$ cat config.mk
export PLATFORM = sky130hd
export DESIGN_NAME = burst_addr_gen
export DESIGN_NICKNAME = d
export VERILOG_FILES = /design/src/rtl/burst_pkg.sv /design/src/rtl/strobe_arbiter.sv /design/src/rtl/beat_counter.sv /design/src/rtl/upper_hold.sv /design/src/rtl/order_map.sv /design/src/rtl/burst_addr_gen.sv
export SDC_FILE = /design/constraint.sdc
export NUM_CORES = 1
export LEC_CHECK = 0
export BUFFER_PORTS_ARGS = -buffer_cell sky130_fd_sc_hd__buf_2
export CAP_MARGIN = 40
export CORE_MARGIN = 3
export CORE_UTILIZATION = 43
export DETAILED_ROUTE_END_ITERATION = 16
export GPL_ROUTABILITY_DRIVEN = 0
export PLACE_DENSITY_LB_ADDON = 0.2
export SYNTH_ARGS = -nofsm -noshare
export SYNTH_HDL_FRONTEND = slang
export SYNTH_SLANG_ARGS = --single-unit
$ cat constraint.sdc
create_clock -name clk -period 1.5 [get_ports clk]
set_clock_uncertainty 0.2 [all_clocks]
set_input_delay 0.375 -clock clk [delete_from_list [all_inputs] [get_ports clk]]
set_output_delay 0.375 -clock clk [all_outputs]
set_load 0.01 [all_outputs]
$ cat src/rtl/burst_pkg.sv
// Package: shared types and ordering helpers for the burst address counter.
// Assumes bursts of four beats addressed by two low address bits.
package burst_pkg;

    localparam int BEAT_W = 2;

    typedef logic [BEAT_W-1:0] beat_t;

    typedef enum logic {
        SRC_PROC = 1'b0,
        SRC_CTRL = 1'b1
    } burst_src_e;

    // Interleaved order: start bits XOR beat number.
    function automatic beat_t order_interleaved(input beat_t start, input beat_t beat);
        return start ^ beat;
    endfunction

    // Linear order: start bits plus beat number, wrapping modulo the beat count.
    function automatic beat_t order_linear(input beat_t start, input beat_t beat);
        return beat_t'(start + beat);
    endfunction

endpackage

$ cat src/rtl/strobe_arbiter.sv
// Module: strobe_arbiter
// Decodes the two active-low strobes and the advance input into one action
// per edge: load (with its source), step, or hold. The processor strobe wins
// when both strobes are low. A load always outranks a step.
module strobe_arbiter
    import burst_pkg::*;
(
    input  logic       proc_strobe_n,
    input  logic       ctrl_strobe_n,
    input  logic       advance_n,
    output logic       do_load,
    output logic       do_step,
    output burst_src_e load_src
);

    // Action decode: a strobe forces a load, otherwise advance steps.
    always_comb begin
        do_load  = !proc_strobe_n || !ctrl_strobe_n;
        do_step  = !do_load && !advance_n;
        load_src = !proc_strobe_n ? SRC_PROC : SRC_CTRL;
    end

endmodule

$ cat src/rtl/beat_counter.sv
// Module: beat_counter
// Holds the start bits of the current burst and a wrapping beat number.
// Assumes do_load and do_step are never high together (the arbiter ensures it).
module beat_counter
    import burst_pkg::*;
(
    input  logic  clk,
    input  logic  rst_n,
    input  logic  do_load,
    input  logic  do_step,
    input  beat_t start_in,
    output beat_t start_q,
    output beat_t beat_q
);

    // Start register: captured on load only.
    always_ff @(posedge clk) begin
        if (!rst_n)
            start_q <= '0;
        else if (do_load)
            start_q <= start_in;
    end

    // Beat number: cleared on load, incremented with wrap on step.
    always_ff @(posedge clk) begin
        if (!rst_n)
            beat_q <= '0;
        else if (do_load)
            beat_q <= '0;
        else if (do_step)
            beat_q <= beat_q + beat_t'(1);
    end

endmodule

$ cat src/rtl/upper_hold.sv
// Module: upper_hold
// Keeps the upper address bits and the burst source for the whole burst.
// Only a load may change them. UP_W must be at least 1.
module upper_hold
    import burst_pkg::*;
#(
    parameter int UP_W = 15
) (
    input  logic            clk,
    input  logic            rst_n,
    input  logic            do_load,
    input  logic [UP_W-1:0] upper_in,
    input  burst_src_e      src_in,
    output logic [UP_W-1:0] upper_q,
    output burst_src_e      src_q
);

    // Upper bits and source: loaded together on a strobe, else held.
    always_ff @(posedge clk) begin
        if (!rst_n) begin
            upper_q <= '0;
            src_q   <= SRC_PROC;
        end else if (do_load) begin
            upper_q <= upper_in;
            src_q   <= src_in;
        end
    end

endmodule

$ cat src/rtl/order_map.sv
// Module: order_map
// Maps start bits and beat number to the low address bits in the selected
// order. The mode is expected to stay static while a burst is running.
module order_map
    import burst_pkg::*;
(
    input  logic  mode_linear,
    input  beat_t start_bits,
    input  beat_t beat,
    output beat_t low_bits
);

    beat_t seq_x;
    beat_t seq_l;

    // Per-bit interleave: each low bit flips where the beat number has a one.
    for (genvar b = 0; b < BEAT_W; b++) begin : g_xor
        assign seq_x[b] = start_bits[b] ^ beat[b];
    end

    // Order select: linear sum or interleaved XOR.
    always_comb begin
        seq_l    = order_linear(start_bits, beat);
        low_bits = mode_linear ? seq_l : seq_x;
    end

endmodule

$ cat src/rtl/burst_addr_gen.sv
// Module: burst_addr_gen (top)
// Four-beat burst address counter. A strobe loads the full address, advance
// steps the two low bits in interleaved or linear order, and the upper bits
// stay fixed until the next strobe. Assumes ADDR_W > 2 and a static mode.
module burst_addr_gen
    import burst_pkg::*;
#(
    parameter int ADDR_W = 17
) (
    input  logic              clk,
    input  logic              rst_n,
    input  logic              mode_linear,
    input  logic              proc_strobe_n,
    input  logic              ctrl_strobe_n,
    input  logic              advance_n,
    input  logic [ADDR_W-1:0] addr_in,
    output logic [ADDR_W-1:0] addr_out,
    output logic [1:0]        beat_idx,
    output logic              burst_src
);

    localparam int UP_W = ADDR_W - BEAT_W;

    logic            do_load;
    logic            do_step;
    burst_src_e      load_src;
    burst_src_e      src_q;
    beat_t           start_q;
    beat_t           beat_q;
    beat_t           low_bits;
    logic [UP_W-1:0] upper_q;

    strobe_arbiter u_arb (
        .proc_strobe_n (proc_strobe_n),
        .ctrl_strobe_n (ctrl_strobe_n),
        .advance_n     (advance_n),
        .do_load       (do_load),
        .do_step       (do_step),
        .load_src      (load_src)
    );

    beat_counter u_cnt (
        .clk      (clk),
        .rst_n    (rst_n),
        .do_load  (do_load),
        .do_step  (do_step),
        .start_in (addr_in[BEAT_W-1:0]),
        .start_q  (start_q),
        .beat_q   (beat_q)
    );

    upper_hold #(.UP_W(UP_W)) u_up (
        .clk      (clk),
        .rst_n    (rst_n),
        .do_load  (do_load),
        .upper_in (addr_in[ADDR_W-1:BEAT_W]),
        .src_in   (load_src),
        .upper_q  (upper_q),
        .src_q    (src_q)
    );

    order_map u_map (
        .mode_linear (mode_linear),
        .start_bits  (start_q),
        .beat        (beat_q),
        .low_bits    (low_bits)
    );

    // Output assembly: held upper bits joined with the ordered low bits.
    always_comb begin
        addr_out  = {upper_q, low_bits};
        beat_idx  = beat_q;
        burst_src = src_q;
    end

endmodule

==> results of run 1 <==
## per-layer routing
metal,track usage,share of wire,vias up,routed length (um)
li1,-,-,374,-
met1,0.169,0.44,325,761
met2,0.257,0.49,24,847
met3,0.0272,0.060,2,104
met4,0.0553,0.0081,0,14
met5,0,0,-,0
## power by group
part | internal (mW) | total (mW) | switching [mW]
combinational | 0.0825 | 0.164 | 0.0816
clock | 0.270 | 0.434 | 0.164
sequential | 0.561 | 0.577 | 0.0160
total | 0.913 | 1.17 | 0.262
## logic make-up after synthesis
| family | synth area share |
|---|---|
| AO/OA/AOI/OAI | 0.204 |
| XOR/XNOR | 0.0315 |
| adder cells (fa/ha/maj) | 0.0150 |
| buffers and inverters | 0.0585 |
| flip-flops | 0.480 |
| AND/OR/NAND/NOR | 0.210 |
## cells in the final DEF (no fill, tap or decap), drive strengths merged
| master | n |
|---|---|
| a21boi | 17 |
| nand2 | 37 |
| xnor2 | 2 |
| and2 | 1 |
| xor2 | 1 |
| ha | 1 |
| dfxtp | 20 |
| nor2b | 2 |
| inv | 1 |
| buf | 45 |
| a21oi | 1 |
| nand3 | 1 |
| nor3 | 1 |
| nor2 | 1 |
| clkbuf | 3 |
| bufinv | 1 |
## stage by stage
| stage | hold WS [ns] | setup TNS (ns) | util | instance area, um2 |
|---|---|---|---|---|
| after detailed placement | 0.247 | 0 | 0.582 | 1040 |
| after floorplan | 0.244 | 0 | - | 833 |
| after global placement | 0.227 | 0 | 0.582 | 1040 |
| after global routing | 0.106 | -0.332 | 0.651 | 1160 |
| after CTS | 0.0881 | -0.261 | 0.630 | 1120 |
| final | 0.102 | -0.243 | 0.651 | 1160 |
## repair_timing
| item | CTS | global route |
|---|---|---|
| setup buffers | 1 | 1 |
| endpoints found under the setup margin | 2 | 3 |
| resized for setup | 8 | 5 |
| cloned | 0 | 0 |
| pin swaps | 3 | 4 |
| endpoints found under the hold margin | 0 | 0 |
## final timing paths
kind	startpoint	endpoint	slack [ns]
max	u_cnt.start_q[1]$_SDFFE_PN0P_	addr_out[1]	-0.18
max reg2reg	u_cnt.beat_q[0]$_SDFFE_PP0P_	u_cnt.beat_q[1]$_SDFFE_PP0P_	0.35
min	ctrl_strobe_n	u_up.src_q$_SDFFE_PN0P_	0.10
min reg2reg	u_up.upper_q[4]$_SDFFE_PN0P_	u_up.upper_q[4]$_SDFFE_PN0P_	0.26
## cell type report
type | instances | area share
multi-input combinational | 65 | 0.361
sequential | 20 | 0.352
timing repair buffer | 45 | 0.211
tap | 25 | 0.0270
clock inverter | 1 | 0.0259
clock buffer | 3 | 0.0194
inverter | 1 | 0.00324
## flip-flops by register name (all words and copies together), names as in the netlist
register and count:
u_cnt.start_q 2, u_up.src_q 1, u_cnt.beat_q 2, u_up.upper_q 15
==> results.ini, run 1 <==
[timing]
drv_slew = 0
final_hold_viol_count = 0
rsz0062_at_grt = true
finalCriticalPeriod_ns = 1.68
tightest_slew_ns = 0.330
setup_viol = 2
max_freq_mhz = 596
setup_slack_ns = -0.179
period_share = 1.12
slew_headroom = 0.780

[cells_and_area]
area_delta_synth_final_pct = 39.2
multi_input_area_um2 = 419
fillers = 150
n_antenna_cell = 0
instances_no_fill = 160
seqCellArea_um2 = 408
nNetsFinal = 160
layout-drive-gt1-share = 0.511

[routing]
vias_per_cell = 4.53
drc = 0
vias = 725
wl_per_cell_um = 10.8
drt-pass1-iter-count = 3
ant_nets = 0
drtIter0Drc = 9
finalWirelength_um = 1730

[cts]
cts_tree = done
cts_buffers = 3
clock_path_buffers = 2
clock_latency_ns = 0.29
clock_sinks = 20
htreeDepth = 1
cts_root_buf = clkbuf_4
clkTransAtPathRegs_ns = 0.11
cts_hold_buf = 0

[pwr]
total_power_mw = 1.17
ir_drop_mv = 0.624
powerDensity_nw_per_um2 = 1010
p_leak_nw = 0.566

[setup_path]
worstPathRequired_ns = 0.92
max_stage_delay_ns = 0.35
path_class = reg -> out
worst_setup_path_end_kind = primary output
path_max_fanout = 2
startpoint_type = flip-flop
cp.arrival_ns = 1.10
path_buf_inv = 1
crit_family = flip-flops
reg2regPathDepth = 4
cp.depth = 3
cpMaxStageDelayCell = dfxtp_2
cp_cell_sequence = xor2_2 > xnor2_2 > buf_2

[logic_synthesis]
synth.cell_area_um2 = 833
ys_top_cells_by_count = 36 x nand2_1, 20 x dfxtp_1, 10 x a21boi_2
syn_inst = 91
synth_most_common_cell = nand2_1
yosys_warnings = 0
synth_edf_count = 0
synthesis.nets = 115
synth_cell_types = 20
synth_seq_cells = 20
yosys.area.top_type = dfxtp_1
yosysSeqAreaShare = 0.480
ys.flop_type = dfxtp_1
synth.area.top_cells = dfxtp_1 48%, nand2_1 16%, a21boi_2 14%
ys_async_sr_fraction = 0
yosysTopAreaCellShare = 0.480
syn_avg_cell_area_um2 = 9.16

[hold_path]
hold_path.class = in -> reg
min_delay_path_depth = 2

[job]
drv_cap = 0

[grt]
grt_first_pass_wirelength_um = 2780
first_global_vias = 676
overflow = 0
grt_max_degree = 18
grt_use_total = 0.145
antenna_found_initial = 0

[run_status]
violations = negative setup slack
status = finished with violations

[die]
core_area_um2 = 1780
std_cell_rows = 15
fp.dieH_um = 50.0
dieArea_um2 = 2500
io_pins = 43
initial_core_util = 0.467
die_w_um = 50.0

[place]
pre_cts_ws_ns = 0.0865
place_hpwl_um = 1260
numPortBuffers = 42
dp.cells = 154

Power figures use the tool's default switching activity.
==> inputs of run 2 (changes only) <==
Settings changed: CORE_UTILIZATION 43 to 46, CTS_BUF_LIST set to sky130_fd_sc_hd__clkbuf_8.
==> run 2 against run 1 <==
Effect of this change:
- clock power fell by 21%
- the flow still finishes with violations (negative setup slack)
- global-route usage rose by 2.2 points
- cell count fell by 1.9%
- sequential power barely moved
- core utilization rose by 4.5 points
- critical path type unchanged
==> results.ini, run 2 (synthesis gave the netlist of run 1 again) <==
[run_status]
status = finished with violations
violations = negative setup slack

[timing]
drv_slew = 0
tightest_slew_ns = 0.336
period_share = 1.07
setup_viol = 2
finalSetupTns_ns = -0.121
rsz0062_at_grt = true
finalCriticalPeriod_ns = 1.61
max_freq_mhz = 622
setup_slack_ns = -0.109
slew_headroom = 0.775
final_hold_viol_count = 0

[cells_and_area]
top_register = u_up.upper_q
area_delta_synth_final_pct = 34.5
n_antenna_cell = 0
most-common-layout-cells = 41 x buf_2, 35 x nand2_1, 16 x dfxtp_1
fillers = 146
layout-drive-gt1-share = 0.496
instances_no_fill = 157
fin_util = 0.696
largest_reg_flops = 15
layout_commonest_cell = buf_2
largestRegisters = u_up.upper_q (15), u_cnt.beat_q (2), u_cnt.start_q (2)
nNetsFinal = 159

[grt]
grt-busiest-layer = met2
overflow = 0
use_met2 = 0.300
grt_first_pass_wirelength_um = 3140
use_met1 = 0.188
grt_use_met3 = 0.0368
grt_max_degree = 18
first_global_vias = 744
antenna_found_initial = 0
grt_use_total = 0.167

[routing]
drt-pass1-iter-count = 4
drc = 0
ant_nets = 0
finalWirelength_um = 1810
drtIter0Drc = 11
vias_per_cell = 4.69
vias = 736
wl_per_cell_um = 11.5

[setup_path]
path_class = reg -> out
worstPathRequired_ns = 0.92
cp.arrival_ns = 1.03
worst_setup_path_end_kind = primary output
path_max_fanout = 2
startpoint_type = flip-flop

[cts]
clock_sinks = 20
clock_path_buffers = 2
htreeDepth = 1
cts_tree = done
cts_root_buf = clkbuf_8
clock_latency_ns = 0.25
cts_buffers = 3
clkTransAtPathRegs_ns = 0.07

[place]
numPortBuffers = 42
place_hpwl_um = 1300
dp.cells = 153

[job]
drv_cap = 0

[die]
initial_core_util = 0.517
std_cell_rows = 14
io_pins = 43
die_w_um = 48.6
core_area_um2 = 1610
dieArea_um2 = 2360
fp.dieH_um = 48.6

[pwr]
p_leak_nw = 0.537
total_power_mw = 1.08
ir_drop_mv = 0.632
powerDensity_nw_per_um2 = 964

[hold_path]
hold_path.class = in -> reg

==> run 2: cell types whose count changed in the layout (fill, tap and decap cells not counted), sizes merged <==
cell / before / now
bufinv: 1 / 0
buf: 45 / 44
==> run 2: report_power, final <==
part           switching (mW)  leakage (nW)  internal [mW]
registers              0.0154         0.167          0.561
logic                  0.0819         0.348         0.0812
clock network           0.164        0.0216          0.178
==> run 2: path summary, 6_finish.rpt <==
path	slack [ns]	cells after the start	end	from
max	-0.11	3	addr_out[1]	u_cnt.start_q[1]$_SDFFE_PN0P_
min	0.14	2	u_up.src_q$_SDFFE_PN0P_	ctrl_strobe_n
max reg2reg	0.29	4	u_cnt.beat_q[1]$_SDFFE_PP0P_	u_cnt.beat_q[0]$_SDFFE_PP0P_
min reg2reg	0.24	2	u_up.src_q$_SDFFE_PN0P_	u_up.src_q$_SDFFE_PN0P_
==> run 2: area by class of cell <==
cell class,instances,area [um2],share of cell area
sequential,20,408,0.364
multi-input combinational,65,407,0.363
tap,24,30.0,0.0268
clock buffer,3,41.3,0.0368
inverter,1,3.75,0.00335
timing repair buffer,44,231,0.206
==> run 2: stage by stage <==
step                hold WS [ns]  area, um2  worst slack, ns
finish                     0.141       1120           -0.109
global route               0.150       1120           -0.159
CTS                        0.136       1110           -0.142
detailed placement         0.231       1040           0.0736
global placement           0.227       1040            0.121
floorplan                  0.244        833           0.0968
==> run 2: per-layer routing <==
metal / part of all wire / vias up
li1: - / 372
met1: 0.41 / 336
met2: 0.51 / 24
met3: 0.060 / 4
met4: 0.012 / 0
met5: 0 / -
==> run 2: worst max-delay path, stage by stage, from the launching register on <==
cell	delay, ns
dfxtp_2	0.34
xor2_2	0.17
xnor2_1	0.13
buf_2	0.14
==> run 2: timing repair <==
| action | 4_1_cts | 5_1_grt |
|---|---|---|
| hold buffers | 0 | 0 |
| pin swaps | 3 | 4 |
| setup endpoints to repair | 2 | 2 |
| gates resized for setup | 8 | 2 |
| hold endpoints to repair | 0 | 0 |
| buffers inserted | 1 | 0 |
==> inputs of run 3 (changes only) <==
Settings changed: PLACE_DENSITY_LB_ADDON 0.2 to 0.05.
==> run 3 against run 2 <==
Effect of this change:
- the flow still finishes with violations (negative setup slack)
- worst hold slack better by 0.0018 ns
- wire length shrank 9.0%
- via count shrank 3.1%
- cell count stayed put
- combinational power about the same
==> results.ini, run 3 (synthesis gave the netlist of run 1 again) <==
[cells_and_area]
largestRegisters = u_up.upper_q (15), u_cnt.beat_q (2), u_cnt.start_q (2)
layout-drive-gt1-share = 0.489
layout_commonest_cell = buf_2
fin_util = 0.689
area_delta_synth_final_pct = 33.3
nNetsFinal = 159
n_antenna_cell = 0
most-common-layout-cells = 41 x buf_2, 35 x nand2_1, 16 x dfxtp_1
instances_no_fill = 157
fillers = 155
largest_reg_flops = 15
top_register = u_up.upper_q

[die]
initial_core_util = 0.517
core_area_um2 = 1610
std_cell_rows = 14
dieArea_um2 = 2360
fp.dieH_um = 48.6
io_pins = 43
die_w_um = 48.6

[setup_path]
worst_setup_path_end_kind = primary output
path_class = reg -> out
cp.arrival_ns = 1.05
path_max_fanout = 2
worstPathRequired_ns = 0.92
startpoint_type = flip-flop

[grt]
grt_first_pass_wirelength_um = 2850
grt_use_total = 0.152
overflow = 0
grt_max_degree = 20
first_global_vias = 688
antenna_found_initial = 0

[place]
place_hpwl_um = 1170
numPortBuffers = 42
dp.cells = 152

[routing]
drtIter0Drc = 9
drc = 0
ant_nets = 0
wl_per_cell_um = 10.5
vias_per_cell = 4.54
vias = 713
drt-pass1-iter-count = 2
finalWirelength_um = 1640

[cts]
clock_latency_ns = 0.25
cts_tree = done
cts_buffers = 3
clock_path_buffers = 2
htreeDepth = 1
clock_sinks = 20
cts_hold_buf = 0
clkTransAtPathRegs_ns = 0.07
cts_root_buf = clkbuf_8

[timing]
tightest_slew_ns = 0.320
setup_slack_ns = -0.124
drv_slew = 0
timing.hold.ws_ns = 0.143
final_hold_viol_count = 0
setup_viol = 2
period_share = 1.08
slew_headroom = 0.786
rsz0062_at_grt = true
max_freq_mhz = 616
finalCriticalPeriod_ns = 1.62

[run_status]
violations = negative setup slack
status = finished with violations

[pwr]
p_leak_nw = 0.537
ir_drop_mv = 0.576
powerDensity_nw_per_um2 = 971

[hold_path]
hold_path.class = in -> reg

[job]
drv_cap = 0

run 3: cell count changes in the layout (fill, tap and decap cells not counted):
| cell | before | now |
|---|---|---|
| dfxtp_2 | 3 | 4 |
| dfxtp_4 | 1 | 0 |
| xor2_1 | 0 | 1 |
| xor2_2 | 1 | 0 |
run 3: path summary, 6_finish.rpt:
check	from	to	slack, ns	cells past startpoint
max reg2reg	u_cnt.beat_q[0]$_SDFFE_PP0P_	u_cnt.beat_q[1]$_SDFFE_PP0P_	0.31	4
min reg2reg	u_up.src_q$_SDFFE_PN0P_	u_up.src_q$_SDFFE_PN0P_	0.24	2
max	u_cnt.beat_q[0]$_SDFFE_PP0P_	addr_out[1]	-0.12	4
min	ctrl_strobe_n	u_up.src_q$_SDFFE_PN0P_	0.14	2
run 3: layout make-up:
| cell class | instances | area [um2] | share of cell area |
|---|---|---|---|
| Clock buffer | 3 | 41.3 | 0.0372 |
| Inverter | 1 | 3.75 | 0.00338 |
| Multi-Input combinational cell | 65 | 399 | 0.359 |
| Sequential cell | 20 | 405 | 0.365 |
| Tap cell | 24 | 30.0 | 0.0270 |
| Timing Repair Buffer | 44 | 231 | 0.208 |
run 3: timing repair:
action | in CTS | in global routing
pin swaps | 1 | 1
setup buffers | 1 | 1
endpoints found under the setup margin | 2 | 2
gates resized for setup | 7 | 1
run 3: critical path, cell delays in order, from the launching register on:
cell     delay [ns]
dfxtp_2        0.36
ha_4           0.13
nand2_2        0.05
xnor2_1        0.11
buf_2          0.14
run 3: where the power goes:
part | total [mW] | switching (mW) | internal, mW
sequential | 0.577 | 0.0147 | 0.562
clock | 0.342 | 0.163 | 0.179
combinational | 0.160 | 0.0791 | 0.0807
total | 1.08 | 0.257 | 0.822
run 3: per-stage QoR:
step	TNS [ns]	worst slack [ns]	instance area (um2)	power, mW
after global placement	0	0.123	1030	0.737
after CTS	-0.155	-0.137	1100	1.09
after detailed placement	0	0.0845	1030	0.741
after floorplan	0	0.0968	833	0.682
after global routing	-0.217	-0.177	1110	1.14
final	-0.136	-0.124	1110	1.08
run 3: layer usage:
metal | vias to the layer above | share of wire | global-route usage | wire, um
li1 | 372 | - | - | -
met1 | 315 | 0.43 | 0.166 | 709
met2 | 24 | 0.50 | 0.266 | 818
met3 | 2 | 0.063 | 0.0307 | 103
met4 | 0 | 0.0073 | 0.0995 | 12
met5 | - | 0 | 0 | 0
